==> config.mk <==
export PLATFORM = sky130hd
export DESIGN_NAME = ata_pio_sequencer
export DESIGN_NICKNAME = d
export VERILOG_FILES = /design/src/rtl/ata_pio_pkg.sv /design/src/rtl/ata_pio_sync.sv /design/src/rtl/ata_pio_timing_sel.sv /design/src/rtl/ata_pio_engine.sv /design/src/rtl/ata_pio_sequencer.sv
export SDC_FILE = /design/constraint.sdc
export NUM_CORES = 1
export LEC_CHECK = 0
export ABC_CLOCK_PERIOD_IN_PS = 7000
export BUFFER_PORTS_ARGS = -buffer_cell sky130_fd_sc_hd__buf_4
export CAP_MARGIN = 40
export CORE_AREA = 3 3 119 121
export DETAILED_ROUTE_END_ITERATION = 6
export DIE_AREA = 0 0 122 124
export MAX_ROUTING_LAYER = met4
export PLACE_DENSITY = 0.76
export SKIP_CTS_REPAIR_TIMING = 1
export SLEW_MARGIN = 20
export SYNTH_ARGS = -nofsm -noshare
export SYNTH_HDL_FRONTEND = slang
export SYNTH_SLANG_ARGS = --single-unit
==> constraint.sdc <==
create_clock -name clk -period 7 [get_ports clk]
set_clock_uncertainty 0.15 [all_clocks]
set_input_delay 1.75 -clock clk [delete_from_list [all_inputs] [get_ports clk]]
set_output_delay 1.75 -clock clk [all_outputs]
set_load 0.02 [all_outputs]
==> src/rtl/ata_pio_pkg.sv <==
package ata_pio_pkg;

  typedef enum logic [1:0] {
    PH_IDLE    = 2'd0,
    PH_SETUP   = 2'd1,
    PH_ACTIVE  = 2'd2,
    PH_RECOVER = 2'd3
  } phase_e;

  // Data bus hold cycles after the write strobe rises, by PIO mode.
  function automatic logic [1:0] hold_for_mode(input logic [2:0] mode);
    if (mode == 3'd0)     return 2'd3;
    else if (mode < 3'd3) return 2'd2;
    else                  return 2'd1;
  endfunction

endpackage

==> src/rtl/ata_pio_sync.sv <==
module ata_pio_sync #(
  parameter int STAGES = 2
) (
  input  logic clk,
  input  logic rst_n,
  input  logic d,
  output logic q
);
  generate
    if (STAGES == 0) begin : g_bypass
      assign q = d;
    end else if (STAGES == 1) begin : g_one
      logic s;
      always_ff @(posedge clk or negedge rst_n) begin
        if (!rst_n) s <= 1'b0;
        else        s <= d;
      end
      assign q = s;
    end else begin : g_chain
      logic [STAGES-1:0] sr;
      always_ff @(posedge clk or negedge rst_n) begin
        if (!rst_n) sr <= '0;
        else        sr <= {sr[STAGES-2:0], d};
      end
      assign q = sr[STAGES-1];
    end
  endgenerate
endmodule

==> src/rtl/ata_pio_timing_sel.sv <==
module ata_pio_timing_sel
  import ata_pio_pkg::*;
#(
  parameter int CNT_W = 8
) (
  input  logic             use_reg,
  input  logic             is_write,
  input  logic [2:0]       pio_mode,
  input  logic [CNT_W-1:0] reg_act,
  input  logic [CNT_W-1:0] reg_cyc,
  input  logic [CNT_W-1:0] reg_rec,
  input  logic [CNT_W-1:0] dat_act,
  input  logic [CNT_W-1:0] dat_cyc,
  input  logic [CNT_W-1:0] dat_rec,
  output logic [CNT_W-1:0] act,
  output logic [CNT_W-1:0] cyc,
  output logic [CNT_W-1:0] rec,
  output logic [1:0]       hold
);
  always_comb begin
    if (use_reg) begin
      act = reg_act;
      cyc = reg_cyc;
      rec = reg_rec;
    end else begin
      act = dat_act;
      cyc = dat_cyc;
      rec = dat_rec;
    end
    hold = is_write ? hold_for_mode(pio_mode) : 2'd0;
  end
endmodule

==> src/rtl/ata_pio_engine.sv <==
module ata_pio_engine
  import ata_pio_pkg::*;
#(
  parameter int DATA_W      = 16,
  parameter int CNT_W       = 8,
  parameter int ACT_W       = 11,
  parameter int IORDY_MIN   = 9,
  parameter int IORDY_LIMIT = 322
) (
  input  logic              clk,
  input  logic              rst_n,
  input  logic              req_valid,
  output logic              req_ready,
  input  logic              req_write,
  input  logic [4:0]        req_sel,
  input  logic [DATA_W-1:0] req_wdata,
  input  logic [CNT_W-1:0]  t_setup,
  input  logic [CNT_W-1:0]  sel_act,
  input  logic [CNT_W-1:0]  sel_cyc,
  input  logic [CNT_W-1:0]  sel_rec,
  input  logic [1:0]        sel_hold,
  input  logic              iordy_en,
  input  logic              iordy_s,
  input  logic [DATA_W-1:0] dd_in,
  output logic              rsp_valid,
  output logic [DATA_W-1:0] rsp_rdata,
  output logic              timeout_flag,
  output logic              cs0n,
  output logic              cs1n,
  output logic [2:0]        da,
  output logic              diorn,
  output logic              diown,
  output logic [DATA_W-1:0] dd_out,
  output logic              dd_oe
);
  phase_e             phase;
  logic [ACT_W-1:0]   cnt;
  logic [ACT_W-1:0]   rec_len;
  logic [CNT_W-1:0]   setup_q, act_q, cyc_q, rec_q;
  logic [1:0]         hold_q;
  logic               write_q, rdy_en_q;
  logic [4:0]         sel_q;
  logic [DATA_W-1:0]  wdata_q;

  logic               accept, setup_end, rdy_ok, limit_hit, act_exit, rec_end;
  logic [ACT_W-1:0]   remain, rec_need;

  assign accept = req_valid && (phase == PH_IDLE);

  always_comb begin
    setup_end = cnt >= ACT_W'(setup_q);
    rdy_ok    = !rdy_en_q || ((cnt >= ACT_W'(IORDY_MIN)) && iordy_s);
    limit_hit = rdy_en_q && (cnt >= ACT_W'(IORDY_LIMIT));
    act_exit  = (cnt >= ACT_W'(act_q)) && (rdy_ok || limit_hit);
    rec_end   = cnt >= rec_len;
    if (ACT_W'(cyc_q) > cnt) remain = ACT_W'(cyc_q) - cnt;
    else                     remain = '0;
    rec_need = remain;
    if (ACT_W'(rec_q) > rec_need)  rec_need = ACT_W'(rec_q);
    if (ACT_W'(hold_q) > rec_need) rec_need = ACT_W'(hold_q);
  end

  always_ff @(posedge clk or negedge rst_n) begin
    if (!rst_n) begin
      phase        <= PH_IDLE;
      cnt          <= '0;
      rec_len      <= '0;
      setup_q      <= '0;
      act_q        <= '0;
      cyc_q        <= '0;
      rec_q        <= '0;
      hold_q       <= '0;
      write_q      <= 1'b0;
      rdy_en_q     <= 1'b0;
      sel_q        <= 5'h03;
      wdata_q      <= '0;
      rsp_valid    <= 1'b0;
      rsp_rdata    <= '0;
      timeout_flag <= 1'b0;
    end else begin
      rsp_valid <= 1'b0;
      unique case (phase)
        PH_IDLE: begin
          if (accept) begin
            phase    <= PH_SETUP;
            cnt      <= ACT_W'(1);
            setup_q  <= t_setup;
            act_q    <= sel_act;
            cyc_q    <= sel_cyc;
            rec_q    <= sel_rec;
            hold_q   <= sel_hold;
            write_q  <= req_write;
            rdy_en_q <= iordy_en;
            sel_q    <= req_sel;
            wdata_q  <= req_wdata;
          end
        end
        PH_SETUP: begin
          if (setup_end) begin
            phase <= PH_ACTIVE;
            cnt   <= ACT_W'(1);
          end else begin
            cnt <= cnt + 1'b1;
          end
        end
        PH_ACTIVE: begin
          if (act_exit) begin
            phase   <= PH_RECOVER;
            cnt     <= ACT_W'(1);
            rec_len <= rec_need;
            if (!write_q) rsp_rdata <= dd_in;
            if (!rdy_ok)  timeout_flag <= 1'b1;
          end else begin
            cnt <= cnt + 1'b1;
          end
        end
        PH_RECOVER: begin
          if (rec_end) begin
            phase     <= PH_IDLE;
            rsp_valid <= 1'b1;
          end else begin
            cnt <= cnt + 1'b1;
          end
        end
        default: phase <= PH_IDLE;
      endcase
    end
  end

  logic busy;
  assign busy      = phase != PH_IDLE;
  assign req_ready = !busy;
  assign cs0n      = busy ? sel_q[0] : 1'b1;
  assign cs1n      = busy ? sel_q[1] : 1'b1;
  assign da        = busy ? sel_q[4:2] : 3'd0;
  assign diorn     = !((phase == PH_ACTIVE) && !write_q);
  assign diown     = !((phase == PH_ACTIVE) && write_q);
  assign dd_out    = wdata_q;
  assign dd_oe     = write_q && ((phase == PH_ACTIVE) ||
                                 ((phase == PH_RECOVER) && (cnt <= ACT_W'(hold_q))));
endmodule

==> src/rtl/ata_pio_sequencer.sv <==
module ata_pio_sequencer #(
  parameter int DATA_W      = 16,
  parameter int CNT_W       = 8,
  parameter int IORDY_MIN   = 9,
  parameter int IORDY_LIMIT = 322,
  parameter int SYNC_STAGES = 2
) (
  input  logic              clk,
  input  logic              rst_n,
  input  logic              req_valid,
  output logic              req_ready,
  input  logic              req_write,
  input  logic              req_reg,
  input  logic [4:0]        req_sel,
  input  logic [DATA_W-1:0] req_wdata,
  output logic              rsp_valid,
  output logic [DATA_W-1:0] rsp_rdata,
  input  logic [CNT_W-1:0]  t_setup,
  input  logic [CNT_W-1:0]  t_reg_act,
  input  logic [CNT_W-1:0]  t_reg_cyc,
  input  logic [CNT_W-1:0]  t_reg_rec,
  input  logic [CNT_W-1:0]  t_dat_act,
  input  logic [CNT_W-1:0]  t_dat_cyc,
  input  logic [CNT_W-1:0]  t_dat_rec,
  input  logic [2:0]        pio_mode,
  input  logic              iordy_en,
  output logic              timeout_flag,
  output logic              ata_cs0n,
  output logic              ata_cs1n,
  output logic [2:0]        ata_da,
  output logic              ata_diorn,
  output logic              ata_diown,
  output logic [DATA_W-1:0] ata_dd_out,
  output logic              ata_dd_oe,
  input  logic [DATA_W-1:0] ata_dd_in,
  input  logic              ata_iordy
);
  localparam int ACT_W = $clog2(IORDY_LIMIT + (1 << CNT_W)) + 1;

  logic             iordy_s;
  logic [CNT_W-1:0] sel_act, sel_cyc, sel_rec;
  logic [1:0]       sel_hold;

  ata_pio_sync #(.STAGES(SYNC_STAGES)) sync_i (
    .clk (clk),
    .rst_n (rst_n),
    .d   (ata_iordy),
    .q   (iordy_s)
  );

  ata_pio_timing_sel #(.CNT_W(CNT_W)) tsel_i (
    .use_reg  (req_reg),
    .is_write (req_write),
    .pio_mode (pio_mode),
    .reg_act  (t_reg_act),
    .reg_cyc  (t_reg_cyc),
    .reg_rec  (t_reg_rec),
    .dat_act  (t_dat_act),
    .dat_cyc  (t_dat_cyc),
    .dat_rec  (t_dat_rec),
    .act      (sel_act),
    .cyc      (sel_cyc),
    .rec      (sel_rec),
    .hold     (sel_hold)
  );

  ata_pio_engine #(
    .DATA_W      (DATA_W),
    .CNT_W       (CNT_W),
    .ACT_W       (ACT_W),
    .IORDY_MIN   (IORDY_MIN),
    .IORDY_LIMIT (IORDY_LIMIT)
  ) eng_i (
    .clk          (clk),
    .rst_n        (rst_n),
    .req_valid    (req_valid),
    .req_ready    (req_ready),
    .req_write    (req_write),
    .req_sel      (req_sel),
    .req_wdata    (req_wdata),
    .t_setup      (t_setup),
    .sel_act      (sel_act),
    .sel_cyc      (sel_cyc),
    .sel_rec      (sel_rec),
    .sel_hold     (sel_hold),
    .iordy_en     (iordy_en),
    .iordy_s      (iordy_s),
    .dd_in        (ata_dd_in),
    .rsp_valid    (rsp_valid),
    .rsp_rdata    (rsp_rdata),
    .timeout_flag (timeout_flag),
    .cs0n         (ata_cs0n),
    .cs1n         (ata_cs1n),
    .da           (ata_da),
    .diorn        (ata_diorn),
    .diown        (ata_diown),
    .dd_out       (ata_dd_out),
    .dd_oe        (ata_dd_oe)
  );
endmodule

After elaboration in Yosys (flattened, before gate mapping) --
Index checks and enable logic that the tools add are counted.
Word-level totals: bits in registers 101, bits in latches 0, bits in writable memories 0, memory bits (read-only) 0, bits of input ports 103, output and inout bits 43, logic and storage cells 87, memories 0
Operators by class: $add $sub $neg 2, $mul 0, divide/modulo/power cells 0, magnitude comparators 10, eq/ne operators 8, shifts and indexed selects 0, multiplexer cells 24, bitwise gates (word level) 2, reduce and logical (&&, ||, !) cells 25
Operators by type and width (count):
- $mux 11 | 7
- $pmux 11 s4 | 1
- $mux 8 | 3
- $ge 11x8->1 | 2
- $gt 8x11->1 | 2
- $mux 2 | 7
- $add 11x1->11 const B | 1
- $ge 11x11->1 | 1
- $ge 11x4->1 const B | 1
- $ge 11x9->1 const B | 1
- $gt 2x11->1 | 1
- $le 11x2->1 | 1
- $sub 8x11->11 | 1
- $logic_and 1x1->1 | 8
- $ne 2x1->1 const B | 4
- $pmux 2 s4 | 1
- $reduce_and 2->1 | 3
- $reduce_and 3->1 | 2
- $logic_not 1->1 | 5
- $eq 2x2->1 const B | 2
- $mux 1 | 4
- $reduce_and 4->1 | 1
- $logic_not 3->1 | 1
- $logic_or 1x1->1 | 3
- 7 further kinds | 8

Depth between registers and ports, before layout --
depth in word-level cells 7, gate-level depth with buffers 26, gate-level depth less buffers 25

Modules after synthesis --
Synthesis repeated with hierarchy kept, for this count alone.
Second synthesis, totals: cell total of the unflattened synthesis 550, area total of the unflattened synthesis 6200.9 µm²
By module, submodules not included:
- ata_pio_engine | instances 1, cells each 517, area an instance 5726.7 µm², seq. area each 2479.9 µm²
- ata_pio_timing_sel | instances 1, cells each 31, area an instance 424.2 µm², seq. area each 0.0 µm²
- ata_pio_sync | instances 1, cells each 2, area an instance 50.0 µm², seq. area each 50.0 µm²

Worst setup path after synthesis --
OpenSTA, ideal clock, no wires.
kind register to register, start point reg eng_i.cnt[2], end point reg eng_i.rec_len[1], setup time 76 ps, data arrival time 4638 ps, required time 6774 ps, setup slack 2136 ps, cell stages (with the launch flop) 26, buffers on the path 2, clock period less this slack 4864 ps, path through dfrtp_1 -> inv_1 -> ha_1 -> a21oi_1 -> a21oi_1 -> and3b_1 -> o21ai_1 -> buf_2 -> nand2_1 -> ha_1 -> nor2b_1 -> o21ai_0 -> a21oi_1 -> o41ai_1 -> a21oi_2 -> clkbuf_1 -> nor2_1 -> a21oi_1 -> ha_1 -> nor2b_1 -> o21ai_0 -> nor4_1 -> nor2_1 -> mux2_2 -> a21o_1 -> o21ai_1
On the way: longest elaborated chain between the ends 6, elaborated cells on any way between the ends 16, those cells by class add/sub (1); order compare (6); mux (3); reduce/logical (6)
RTL lines:
- from (decl) | RTL line ata_pio_engine.sv:37 | logic [ACT_W-1:0] cnt;
- from (signal assigned) | RTL line ata_pio_engine.sv:103 | cnt <= cnt + 1'b1;
- from (signal assigned) | RTL line ata_pio_engine.sv:114 | cnt <= cnt + 1'b1;
- from (signal assigned) | RTL line ata_pio_engine.sv:122 | cnt <= cnt + 1'b1;
- $sub 8x11->11 (tied with other cells) | RTL line ata_pio_engine.sv:56 | if (ACT_W'(cyc_q) > cnt) remain = ACT_W'(cyc_q) - cnt;
- $mux 11 or $logic_and 1x1->1 (tied branches) | RTL line ata_pio_engine.sv:56, ata_pio_engine.sv:52
- $gt 8x11->1 or $logic_or 1x1->1 (tied branches) | RTL line ata_pio_engine.sv:59, ata_pio_engine.sv:52
- $mux 11 or $logic_or 1x1->1 (tied branches) | RTL line ata_pio_engine.sv:59, ata_pio_engine.sv:54
- $gt 2x11->1 or $logic_and 1x1->1 (tied branches) | RTL line ata_pio_engine.sv:60, ata_pio_engine.sv:54
- $mux 11 or $reduce_and 2->1 (tied branches)
- to (signal assigned) | RTL line ata_pio_engine.sv:110 | rec_len <= rec_need;
- to (decl) | RTL line ata_pio_engine.sv:38 | logic [ACT_W-1:0] rec_len;
Parallel ways exist; a longest one is shown, timed or not. A chain may end at the register's enable or synchronous reset.

Worst setup path after layout --
Ends and elaborated chain as after synthesis.

==> impl_metrics.csv <==
group,metric,value,unit
outcome,outcome,"complete, no violations",
route,detail_route.wirelength,15000,microns
floorplan,coreArea,0.0132,sq mm
sta,max_freq,171,MHz
final_layout,final_util,56.9,%
clocking,clk_latency,360,ps
worst_hold_path,hold_start,"sync_i.g_chain.sr[0]",
sta,setup_tns,0,ps
worst_setup_path,critPathCaptureType,"register",
power_and_ir_drop,power.share.switching,43.5,%
route,vias_per_cell,5.30,
final_layout,antenna_cells,0,
final_layout,fillers,1120,
sta,slew_headroom,46.5,%
worst_setup_path,slowest_stage,"o21ai_1",
sta,slew_violations,0,
global_route,grt_pass1_wl,24400,microns
final_layout,regArea,0.00253,sq mm
global_route,grt_pass1_vias,4847,
final_layout,multi_input_area,0.00308,sq mm
worst_hold_path,hold_end,"sync_i.g_chain.sr[1]",
logic_synthesis,synth.avg_cell_area,10.3,sq um
worst_setup_path,r2r-start,"eng_i.cnt[2]",
logic_synthesis,synth-edff-count,0,
logic_synthesis,async_flop_share,100,%
route,drt_iter0_markers,257,
logic_synthesis,ys_types,56,
logic_synthesis,synthFlopType,"dfrtp_1",
worst_setup_path,critical_path.top_delay_family,"compound AO/OA/AOI/OAI gates",
final_layout,nets,871,
worst_setup_path,crit_type,"register to register",
job,maxCapViolCount,0,
route,ant_nets,0,
place,gp_congestion,0.842,
final_layout,final_common_cell,"buf_4",
worst_setup_path,worstPathMaxFanout,18,
floorplan,start_util,44.6,%
clocking,cts_buffers,9,
place,io_buffers,145,
logic_synthesis,yosys_warnings,0,
sta,fin_crit_sh,83.4,%
worst_setup_path,path_cells,"inv_1 > ha_1 > a21oi_1 > a21oi_1 > and3b_1 > o21ai_1 > nand2_1 > ha_1 > nor2b_1 > o21ai_0 > a21oi_1 > o41ai_1 > a21oi_2 > mux2_2 > ha_1 > nand2_1 > o21ai_0 > nor4_1 > nor2_1 > mux2_2 > a21o_1 > o21ai_1",
clocking,cts_root_buffer,"clkbuf_16",
route,first_pass_iters,5,
final_layout,layout-drive-gt1-share,31.8,%
route,route.detailed.drc,0,
sta,finalSetupViolCount,0,
floorplan,die_area,0.0151,sq mm
logic_synthesis,syn_inst,574,
worst_setup_path,cp_slowest_stage_delay,570,ps
power_and_ir_drop,netSwitchingPower,1.55,mW
clocking,clock-sinks,101,
worst_setup_path,rr_worst_depth,22,
clocking,cts_max_path_buffers,2,
place,hpwlAfterDp,11800,microns
worst_hold_path,min_path_cells,0,
logic_synthesis,ys_seq_elements,101,
worst_setup_path,regToRegSetupSlack,1160,ps
worst_setup_path,crit_arrival,5960,ps
power_and_ir_drop,peakVddDrop,0.000294,V
route,num_vias,4740,
clocking,clkTransAtPathRegs,80,ps
power_and_ir_drop,internal-power,2.01,mW
worst_setup_path,crit_required,7120,ps
worst_setup_path,worstReg2RegEnd,"eng_i.rec_len[1]",
floorplan,io_pins,146,
floorplan,dieWidth,122,microns
route,drt-wirelength-per-cell,16.8,microns
logic_synthesis,synth_fp_nets,732,
clocking,cts_tree,"done",
worst_setup_path,critPathBufInv,1,
final_layout,final_cell_mix,"buf_4 (147), dfrtp_1 (99), ha_1 (54)",
global_route,antenna_found_initial,0,
sta,rsz0062_at_grt,"false",
sta,hold_violations,0,
global_route,grt_max_degree,84,
power_and_ir_drop,combPwrFrac,56.1,%
final_layout,syn_to_final_growth,27.4,%
power_and_ir_drop,power.density,474,mW/mm^2
clocking,h-tree-depth,3,
power_and_ir_drop,p_seq_share,28.9,%
global_route,grt_usage,21.4,%
worst_setup_path,start_kind,"register",
power_and_ir_drop,p_clk_share,15.0,%
power_and_ir_drop,p_leak,3.72,nW
sta,tightest_slew,802,ps
logic_synthesis,synth_seq_area_share,43.0,%
floorplan,die_y,124,microns
logic_synthesis,netlist_area,0.00589,sq mm
global_route,grt_overflow,0,
worst_hold_path,hold_path_class,"register to register",
floorplan,num_rows,42,
sta,period_minus_slack,5840,ps
-- sequential cells by signal, summed over array words and instances, names as in the netlist --
register	flops
eng_i.rsp_rdata	16
eng_i.cyc_q	8
eng_i.hold_q	2
eng_i.cnt	11
eng_i.act_q	8
eng_i.dd_out	16
eng_i.rsp_valid	1
eng_i.rec_len	11
eng_i.rec_q	8
sync_i.g_chain.sr	2
eng_i.rdy_en_q	1
eng_i.sel_q	5
eng_i.timeout_flag	1
eng_i.write_q	1
eng_i.setup_q	8
eng_i.phase	2
-- final cells by class --
cell class	count	area share, %
clock buffer	9	3.00
clock inverter	7	1.27
sequential	101	33.7
inverter	49	2.45
multi-input combinational	402	41.1
tap	176	2.94
timing repair buffer	150	15.5
-- stage by stage --
stage	hold WS, ps	cell area [sq um]	setup WS [ps]	total power, mW	cells
finish	203	7500	1160	3.56	894
global route	213	7500	587	3.87	894
CTS	207	7460	1210	3.57	892
detailed placement	188	7140	1230	3.02	876
global placement	187	7120	1460	2.95	875
floorplan	181	5890	2140	2.38	574
-- metal layers --
layer,vias up,part of all wire [%],track usage (%)
met4,0,1.8,7.21
met1,2262,44,27.9
met5,-,0,-
met3,16,6.5,4.13
li1,2310,-,-
met2,152,48,33.9
-- cells by family (layout without fill, tap and decap cells) --
family,Yosys count,count (layout),synth area share [%]
AOI/OAI and AO/OA,127,127,13.4
xor gates and xnor gates,10,10,1.49
adders and majority gates,55,55,11.8
buffers and inverters,71,215,4.70
DFF,101,101,43.0
muxes,77,77,14.2
and+or+nand+nor,133,133,11.5
-- cells in the mapped netlist (4+ instances only) --
| cell type | number | area share [%] |
|---|---|---|
| a21o_1 | 17 | 2.2 |
| a211oi_1 | 10 | 1.3 |
| nand3_1 | 6 | 0.51 |
| inv_1 | 49 | 3.1 |
| clkbuf_1 | 18 | 1.1 |
| nand2_1 | 53 | 3.4 |
| ha_1 | 54 | 11 |
| and3_1 | 6 | 0.64 |
| nand4_1 | 5 | 0.53 |
| nor3_1 | 7 | 0.59 |
| mux2_2 | 47 | 9.0 |
| dfrtp_1 | 99 | 42 |
| a21oi_1 | 21 | 1.8 |
| xnor2_1 | 7 | 1.0 |
| mux2i_1 | 27 | 4.6 |
| nor2_1 | 17 | 1.1 |
| nor3b_1 | 8 | 1.0 |
| nor2b_1 | 9 | 0.96 |
| o21ai_0 | 52 | 4.4 |
| nor4_1 | 4 | 0.42 |
-- power by group through the flow --
stage	clock network, mW	logic [mW]	registers, mW
finish	0.534	1.99	1.03
global route	0.570	2.24	1.06
CTS	0.548	1.99	1.03
detailed placement	0	1.98	1.04
global placement	0	1.93	1.02
floorplan	0	1.29	1.10
-- worst max-delay path by stage --
| stage | start | endpoint | depth (start not counted) |
|---|---|---|---|
| finish | eng_i.cnt[2] | eng_i.rec_len[1] | 22 |
| global placement | eng_i.cnt[2] | eng_i.rec_len[1] | 22 |
| floorplan | eng_i.cnt[2] | eng_i.rec_len[1] | 25 |
| detailed placement | eng_i.cnt[2] | eng_i.rec_len[1] | 22 |
| global route | eng_i.cnt[2] | eng_i.rec_len[1] | 22 |
| CTS | eng_i.cnt[2] | eng_i.rec_len[1] | 22 |
-- worst reg2reg max path: stages, from the launching register on --
cell,delay [ps]
dfrtp_1,540
inv_1,110
ha_1,400
a21oi_1,120
a21oi_1,150
and3b_1,210
o21ai_1,570
nand2_1,210
ha_1,340
nor2b_1,120
o21ai_0,80
a21oi_1,150
o41ai_1,100
a21oi_2,570
mux2_2,420
ha_1,270
nand2_1,50
o21ai_0,130
nor4_1,440
nor2_1,70
mux2_2,270
a21o_1,180
o21ai_1,110
(Power assumes the default switching activity.)
